===== src/rtl/gh_dir_pkg.sv =====
package gh_dir_pkg;
  localparam int unsigned CTR_W = 2;
  typedef logic [CTR_W-1:0] ctr_t;
  localparam ctr_t CTR_INIT = ctr_t'(1);  // weakly not-taken
  localparam ctr_t CTR_MAX  = '1;

  function automatic ctr_t ctr_step(ctr_t c, logic up);
    if (up) return (c == CTR_MAX) ? c : c + ctr_t'(1);
    else    return (c == '0)      ? c : c - ctr_t'(1);
  endfunction
endpackage


===== src/rtl/gh_dir_history.sv =====
module gh_dir_history #(
  parameter int unsigned HIST_W = 8
) (
  input  logic              clk_i,
  input  logic              rst_ni,
  input  logic              shift_i,
  input  logic              shift_bit_i,
  input  logic              restore_i,
  input  logic [HIST_W-1:0] restore_val_i,
  output logic [HIST_W-1:0] hist_o
);
  logic [HIST_W-1:0] hist_q;

  always_ff @(posedge clk_i or negedge rst_ni) begin
    if (!rst_ni)        hist_q <= '0;
    else if (restore_i) hist_q <= restore_val_i;  // restore wins over shift
    else if (shift_i)   hist_q <= {hist_q[HIST_W-2:0], shift_bit_i};
  end

  assign hist_o = hist_q;
endmodule


===== src/rtl/gh_dir_table.sv =====
module gh_dir_table
  import gh_dir_pkg::*;
#(
  parameter int unsigned IDX_W = 8
) (
  input  logic             clk_i,
  input  logic             rst_ni,
  input  logic [IDX_W-1:0] rd_idx_i,
  output ctr_t             rd_ctr_o,
  input  logic             wr_en_i,
  input  logic [IDX_W-1:0] wr_idx_i,
  input  logic             wr_up_i
);
  localparam int unsigned ENTRIES = 1 << IDX_W;

  ctr_t ctr_q [ENTRIES];

  always_ff @(posedge clk_i or negedge rst_ni) begin
    if (!rst_ni) begin
      for (int e = 0; e < ENTRIES; e++) ctr_q[e] <= CTR_INIT;
    end else if (wr_en_i) begin
      ctr_q[wr_idx_i] <= ctr_step(ctr_q[wr_idx_i], wr_up_i);
    end
  end

  // read sees pre-update state on same-entry collision
  assign rd_ctr_o = ctr_q[rd_idx_i];
endmodule


===== src/rtl/gh_dir_predictor.sv =====
module gh_dir_predictor
  import gh_dir_pkg::*;
#(
  parameter int unsigned HIST_W = 8
) (
  input  logic              clk_i,
  input  logic              rst_ni,
  input  logic              pred_req_i,
  output logic              pred_taken_o,
  output logic [HIST_W-1:0] pred_hist_o,
  input  logic              res_valid_i,
  input  logic              res_taken_i,
  input  logic              res_pred_i,
  input  logic [HIST_W-1:0] res_hist_i,
  output logic              flush_o
);
  logic [HIST_W-1:0] hist;
  logic [HIST_W-1:0] restore_val;
  ctr_t              rd_ctr;
  logic              mispredict;

  assign mispredict  = res_valid_i && (res_taken_i != res_pred_i);
  assign restore_val = {res_hist_i[HIST_W-2:0], res_taken_i};

  gh_dir_history #(.HIST_W(HIST_W)) u_hist (
    .clk_i         (clk_i),
    .rst_ni        (rst_ni),
    .shift_i       (pred_req_i),
    .shift_bit_i   (pred_taken_o),
    .restore_i     (mispredict),
    .restore_val_i (restore_val),
    .hist_o        (hist)
  );

  gh_dir_table #(.IDX_W(HIST_W)) u_table (
    .clk_i    (clk_i),
    .rst_ni   (rst_ni),
    .rd_idx_i (hist),
    .rd_ctr_o (rd_ctr),
    .wr_en_i  (res_valid_i),
    .wr_idx_i (res_hist_i),
    .wr_up_i  (res_taken_i)
  );

  assign pred_taken_o = rd_ctr[CTR_W-1];
  assign pred_hist_o  = hist;
  assign flush_o      = mispredict;
endmodule


===== config.mk =====
export PLATFORM = sky130hd
export DESIGN_NAME = gh_dir_predictor
export DESIGN_NICKNAME = d
export VERILOG_FILES = /design/src/rtl/gh_dir_pkg.sv /design/src/rtl/gh_dir_history.sv /design/src/rtl/gh_dir_table.sv /design/src/rtl/gh_dir_predictor.sv
export SDC_FILE = /design/constraint.sdc
export NUM_CORES = 1
export LEC_CHECK = 0
export BUFFER_PORTS_ARGS = -buffer_cell sky130_fd_sc_hd__buf_2
export CAP_MARGIN = 20
export CORE_MARGIN = 5
export CORE_UTILIZATION = 40
export CTS_CLUSTER_SIZE = 24
export DETAILED_ROUTE_END_ITERATION = 16
export SETUP_SLACK_MARGIN = 0.2
export SKIP_LAST_GASP = 1
export SLEW_MARGIN = 0
export SYNTH_ARGS = -nofsm -noshare
export SYNTH_HDL_FRONTEND = slang
export SYNTH_SLANG_ARGS = --single-unit

===== constraint.sdc =====
create_clock -name clk_i -period 4.9 [get_ports clk_i]
set_clock_uncertainty 0.2 [all_clocks]
set_input_delay 0.98 -clock clk_i [delete_from_list [all_inputs] [get_ports clk_i]]
set_output_delay 0.98 -clock clk_i [all_outputs]
set_load 0.02 [all_outputs]

# Word-level counts from Yosys, hierarchy flattened
# Index checks and enable logic that the tools add are counted.
[word_totals] regBits=520 input_bits=14 output_inout_bits=10 wordCells=285
[op_classes] add_sub_neg=2 magnitude_cmp=3 eq_ne=2 mux=15 bitwise=2 reduce_logical=4
[ops] operator="bitwise mux 512 bit" count=1
[ops] operator="binary-select mux 2 bit (select 8 bit)" count=2
[ops] operator=">= comparator 9 bit, second input constant" count=2
[ops] operator="two-way mux 2 bit" count=9
[ops] operator="NOT 8 -> 9 bit" count=2
[ops] operator="demux 2 bit (select 8 bit)" count=1
[ops] operator="two-way mux 8 bit" count=2
[ops] operator="less-than comparator 9 x 1 -> 1 bit, second input constant" count=1
[ops] operator="adder 2 x 1 -> 2 bit, second input constant" count=1
[ops] operator="equality test 2 bit, second input constant" count=1
[ops] operator="logical AND 1 bit" count=2
[ops] operator="zero test 2 bit" count=1
[ops] operator="nonzero test 2 bit" count=1
[ops] operator="subtractor 2 x 1 -> 2 bit, second input constant" count=1
[ops] operator="!= test 1 bit" count=1

# Longest topological paths before layout
[depth] depth_word=9 mapped_depth=15 mapped_depth_nobuf=8

# Cells and area by module
# Synthesis repeated with hierarchy kept, for this count alone.
[unflattened] hier_cells=2561 area_unflattened_um2=29604.6
[modules_own_cells] mod="gh_dir_table" instances=1 cells_per_inst=2525 area_each_um2=29216.8 seq_area_each_um2=13132.6
[modules_own_cells] mod="gh_dir_history" instances=1 cells_per_inst=34 area_each_um2=372.9 seq_area_each_um2=200.2
[modules_own_cells] mod="gh_dir_predictor" instances=1 cells_per_inst=2 area_each_um2=15.0 seq_area_each_um2=0.0

# Least setup slack after synthesis
# OpenSTA, ideal clock, no wires.
[synth_timing] path_type="flip-flop to output port" from="register u_hist.hist_q[0], in the netlist u_hist.hist_o[0]" to="output port pred_taken_o" t_arrival_ns=2.885 t_required_ns=3.720 slack_ns=0.835 stages_incl_launch_ff=9 n_path_buf=2 cell_sequence="dfrtp_1 -> buf_2 -> buf_1 -> mux4_2 -> mux4_2 -> a22oi_1 -> nand2_1 -> nand3_1 -> nand4_1"
[synth_between] elab_chain_len=4
[synth_lines] element="start, declared" line="gh_dir_history.sv:12" rtl="logic [HIST_W-1:0] hist_q;"
[synth_lines] element="start signal, assigned" line="gh_dir_history.sv:16" rtl="else if (restore_i) hist_q <= restore_val_i;"
[synth_lines] element="start signal, assigned" line="gh_dir_history.sv:17" rtl="else if (shift_i) hist_q <= {hist_q[HIST_W-2:0], shift_bit_i};"
[synth_lines] element="NOT 8 -> 9 bit (implied by the code)" line="gh_dir_table.sv:27" rtl="assign rd_ctr_o = ctr_q[rd_idx_i];"
[synth_lines] element="binary-select mux 2 bit (select 8 bit)" line="gh_dir_table.sv:27"
[synth_lines] element="two-way mux 2 bit (implied by the code) (2 in a row)" line="gh_dir_table.sv:27"
[synth_lines] element="end, declared" line="gh_dir_predictor.sv:9" rtl="output logic pred_taken_o,"
# No other way between the ends. The select of a mux whose other input is x is not followed.

# Final worst setup path
# Ends and elaborated chain as after synthesis.

==> results_dict.tcl <==
set metrics [dict create \
    status "finished, final reports clean" \
    crit_path_start "u_hist.hist_o[0]" \
    ant_nets 0 \
    synth_fp_nets 2545 \
    total_leakage_power_uw 0.0121 \
    syn_inst 2531 \
    grt_max_degree 117 \
    area_growth_pct 12.8 \
    wire_per_inst_microns 23.7 \
    yosysWarnings 0 \
    ir_drop_mv 0.257 \
    drive_gt1_frac 0.347 \
    slew_headroom 0.355 \
    initial_core_util 0.402 \
    drtPass1Iterations 7 \
    synth_area_leaders "dfstp_2 24%, dfrtp_1 24%, mux4_2 13%" \
    rr_worst_depth 8 \
    num_rows 96 \
    final_nets 2590 \
    grt_pass1_vias 20300 \
    min-delay-start "u_table.ctr_q[142]" \
    r2r_start "u_table.ctr_q[457]" \
    critPathMostFrequentCell "mux4_2" \
    seq_area_frac_synth 0.485 \
    postLayoutCoreUtil 0.454 \
    die_h_microns 272 \
    setup_violations 0 \
    slowest_stage "mux4_2" \
    synthArstFlopShare 1.00 \
    min_period_ns 4.64 \
    die_w_microns 272 \
    rsz0062_at_grt "false" \
    path_max_fanout 21 \
    track_usage 0.224 \
    tns_ns 0 \
    dp_hpwl_microns 55300 \
    hold_viol 0 \
    vias 20300 \
    fmax_mhz 215 \
    crit_chain "buf_16 > mux4_2 > mux4_2 > a22oi_1 > nand2_1 > nand3_1 > nand4_1 > buf_2" \
    synth_common_cells "806 x nand2_1, 264 x dfrtp_1, 256 x dfstp_2, 209 x o21ai_2, 203 x o21ai_0" \
    path_class "flip-flop to output port" \
    routed_via_density 5.79 \
    htree_num_levels 2 \
    synth_edf_count 0 \
    dieArea_sq_um 74000 \
    synth.most_common_cell "nand2_1" \
    clkLatencyLatePin_ns 0.62 \
    p_per_area_nw_per_um2 358 \
    synth_cell_types 61 \
    cts_tree "built" \
    avgSynthCellArea_sq_um 10.9 \
    ios 24 \
    drc 0 \
    max_stage_delay_ns 0.57 \
    timing.final.crit_share 0.947 \
    clock_sinks 520 \
    drt-initial-drc-count 1980 \
    path_clk_slew_ns 0.07 \
    syn_area_sq_um 27500 \
    worstPathRequired_ns 3.72 \
    fill_cells 6221 \
    clockRootBuffer "clkbuf_16" \
    grt-ovfl-total 0 \
    routed_wl_microns 83400 \
    maxSlewViolCount 0 \
    holdPathStages 2 \
    tightestPinTransition_ns 0.967 \
    startpoint_type "flip-flop" \
    ys.flop_type "dfrtp_1" \
    min_path_type "flip-flop to flip-flop" \
    antenna_found_initial 1 \
    cp-end-kind "output port" \
    yosys.area.top_type "dfstp_2" \
    coreArea_sq_um 68300 \
    gp_congestion 0.883 \
    port_buffers 23 \
    maxCapViolCount 0 \
    cts_buffers 58 \
    arrival_ns 3.46 \
    synthDominantCellAreaShare 0.245 \
    yosys_register_bits 520 \
    clk_path_buf_depth 3 \
    grt_pass1_wl_microns 128000 \
]
==> layout make-up <==
cell class	count	area, sq um	share of cell area
Sequential cell	520	13300	0.430
Clock buffer	88	1790	0.0577
Multi-Input combinational cell	1832	12900	0.416
Tap cell	882	1100	0.0356
Timing Repair Buffer	157	1510	0.0487
Clock inverter	22	338	0.0109
Antenna cell	2	5.00	0.000161
Inverter	7	26.3	0.000848
==> path summary, 6_finish.rpt <==
kind / end / slack (ns)
max reg2reg: u_table.ctr_q[68] / 1.26
min in group asynchronous: u_table.ctr_q[251] / 0.27
max: pred_taken_o / 0.26
min reg2reg: u_table.ctr_q[142] / 0.26
max in group asynchronous: u_table.ctr_q[140] / 3.10
min: u_table.ctr_q[142] / 0.26
==> cells by family after synthesis <==
group,after synthesis,synth area share
muxes,273,0.176
xor gates and xnor gates,1,0.000319
and+or+nand+nor,929,0.134
DFF,520,0.485
AOI/OAI and AO/OA,629,0.155
buffers and inverters,179,0.0487
==> stage by stage <==
stage	total power [uW]	worst slack [ns]	std cells	area (sq um)	hold WS, ns
finish	11100	0.259	3510	31000	0.263
global route	11500	0.201	3508	31000	0.279
CTS	11100	0.251	3504	30900	0.264
detailed placement	6330	0.0159	3394	28800	0.255
global placement	6290	0.0906	3394	28800	0.250
floorplan	5850	0.835	2531	27500	0.241
==> routing by layer <==
layer,routed length (microns),global-route usage,vias up
li1,-,-,9170
met1,35400,0.315,10200
met2,39200,0.357,775
met3,6240,0.0407,151
met4,2430,0.0680,0
met5,0,0,-
==> cell usage in the layout, fill, tap and decap left out, types with 5 or more instances in the layout <==
cell       instances
nor3_1             5
nor2b_1            6
nand4_1            8
mux2i_1          104
a22oi_1           60
nand2_1          806
buf_2             20
dfrtp_1          261
dfstp_2          256
clkbuf_16         63
nand3_1           24
clkinv_2          12
clkbuf_8          16
o21ai_0          203
a21oi_1           16
mux4_1             6
o21ai_1          104
mux4_2           161
nand2b_1          11
buf_4            107
buf_12            23
clkbuf_1          11
nor2_1            40
bufinv_16          9
inv_1              6
o21ai_2          209
==> critical path, delay by kind of cell (launching register included) <==
kind	cells	cell delay, ns
mux	2	1.14
buf+inv	2	0.48
compound gates	1	0.24
simple gates	3	0.38
flops	1	0.54
==> flip-flops by register name (all words and copies together), names as in the netlist <==
name / count
u_table.ctr_q: 512
u_hist.hist_o: 8
==> where the power goes <==
| part | leakage (uW) | internal (uW) | switching, uW |
|---|---|---|---|
| Combinational | 0.00479 | 550 | 940 |
| Sequential | 0.00629 | 4600 | 201 |
| Clock | 0.00105 | 2980 | 1830 |
| Total | 0.0121 | 8120 | 2980 |
==> timing repair <==
item | in CTS | in global routing
hold buffers | 0 | 0
resized for setup | 0 | 2
buffers inserted | 0 | 1
endpoints found under the setup margin | 0 | 1
Power figures use the tool's default switching activity.
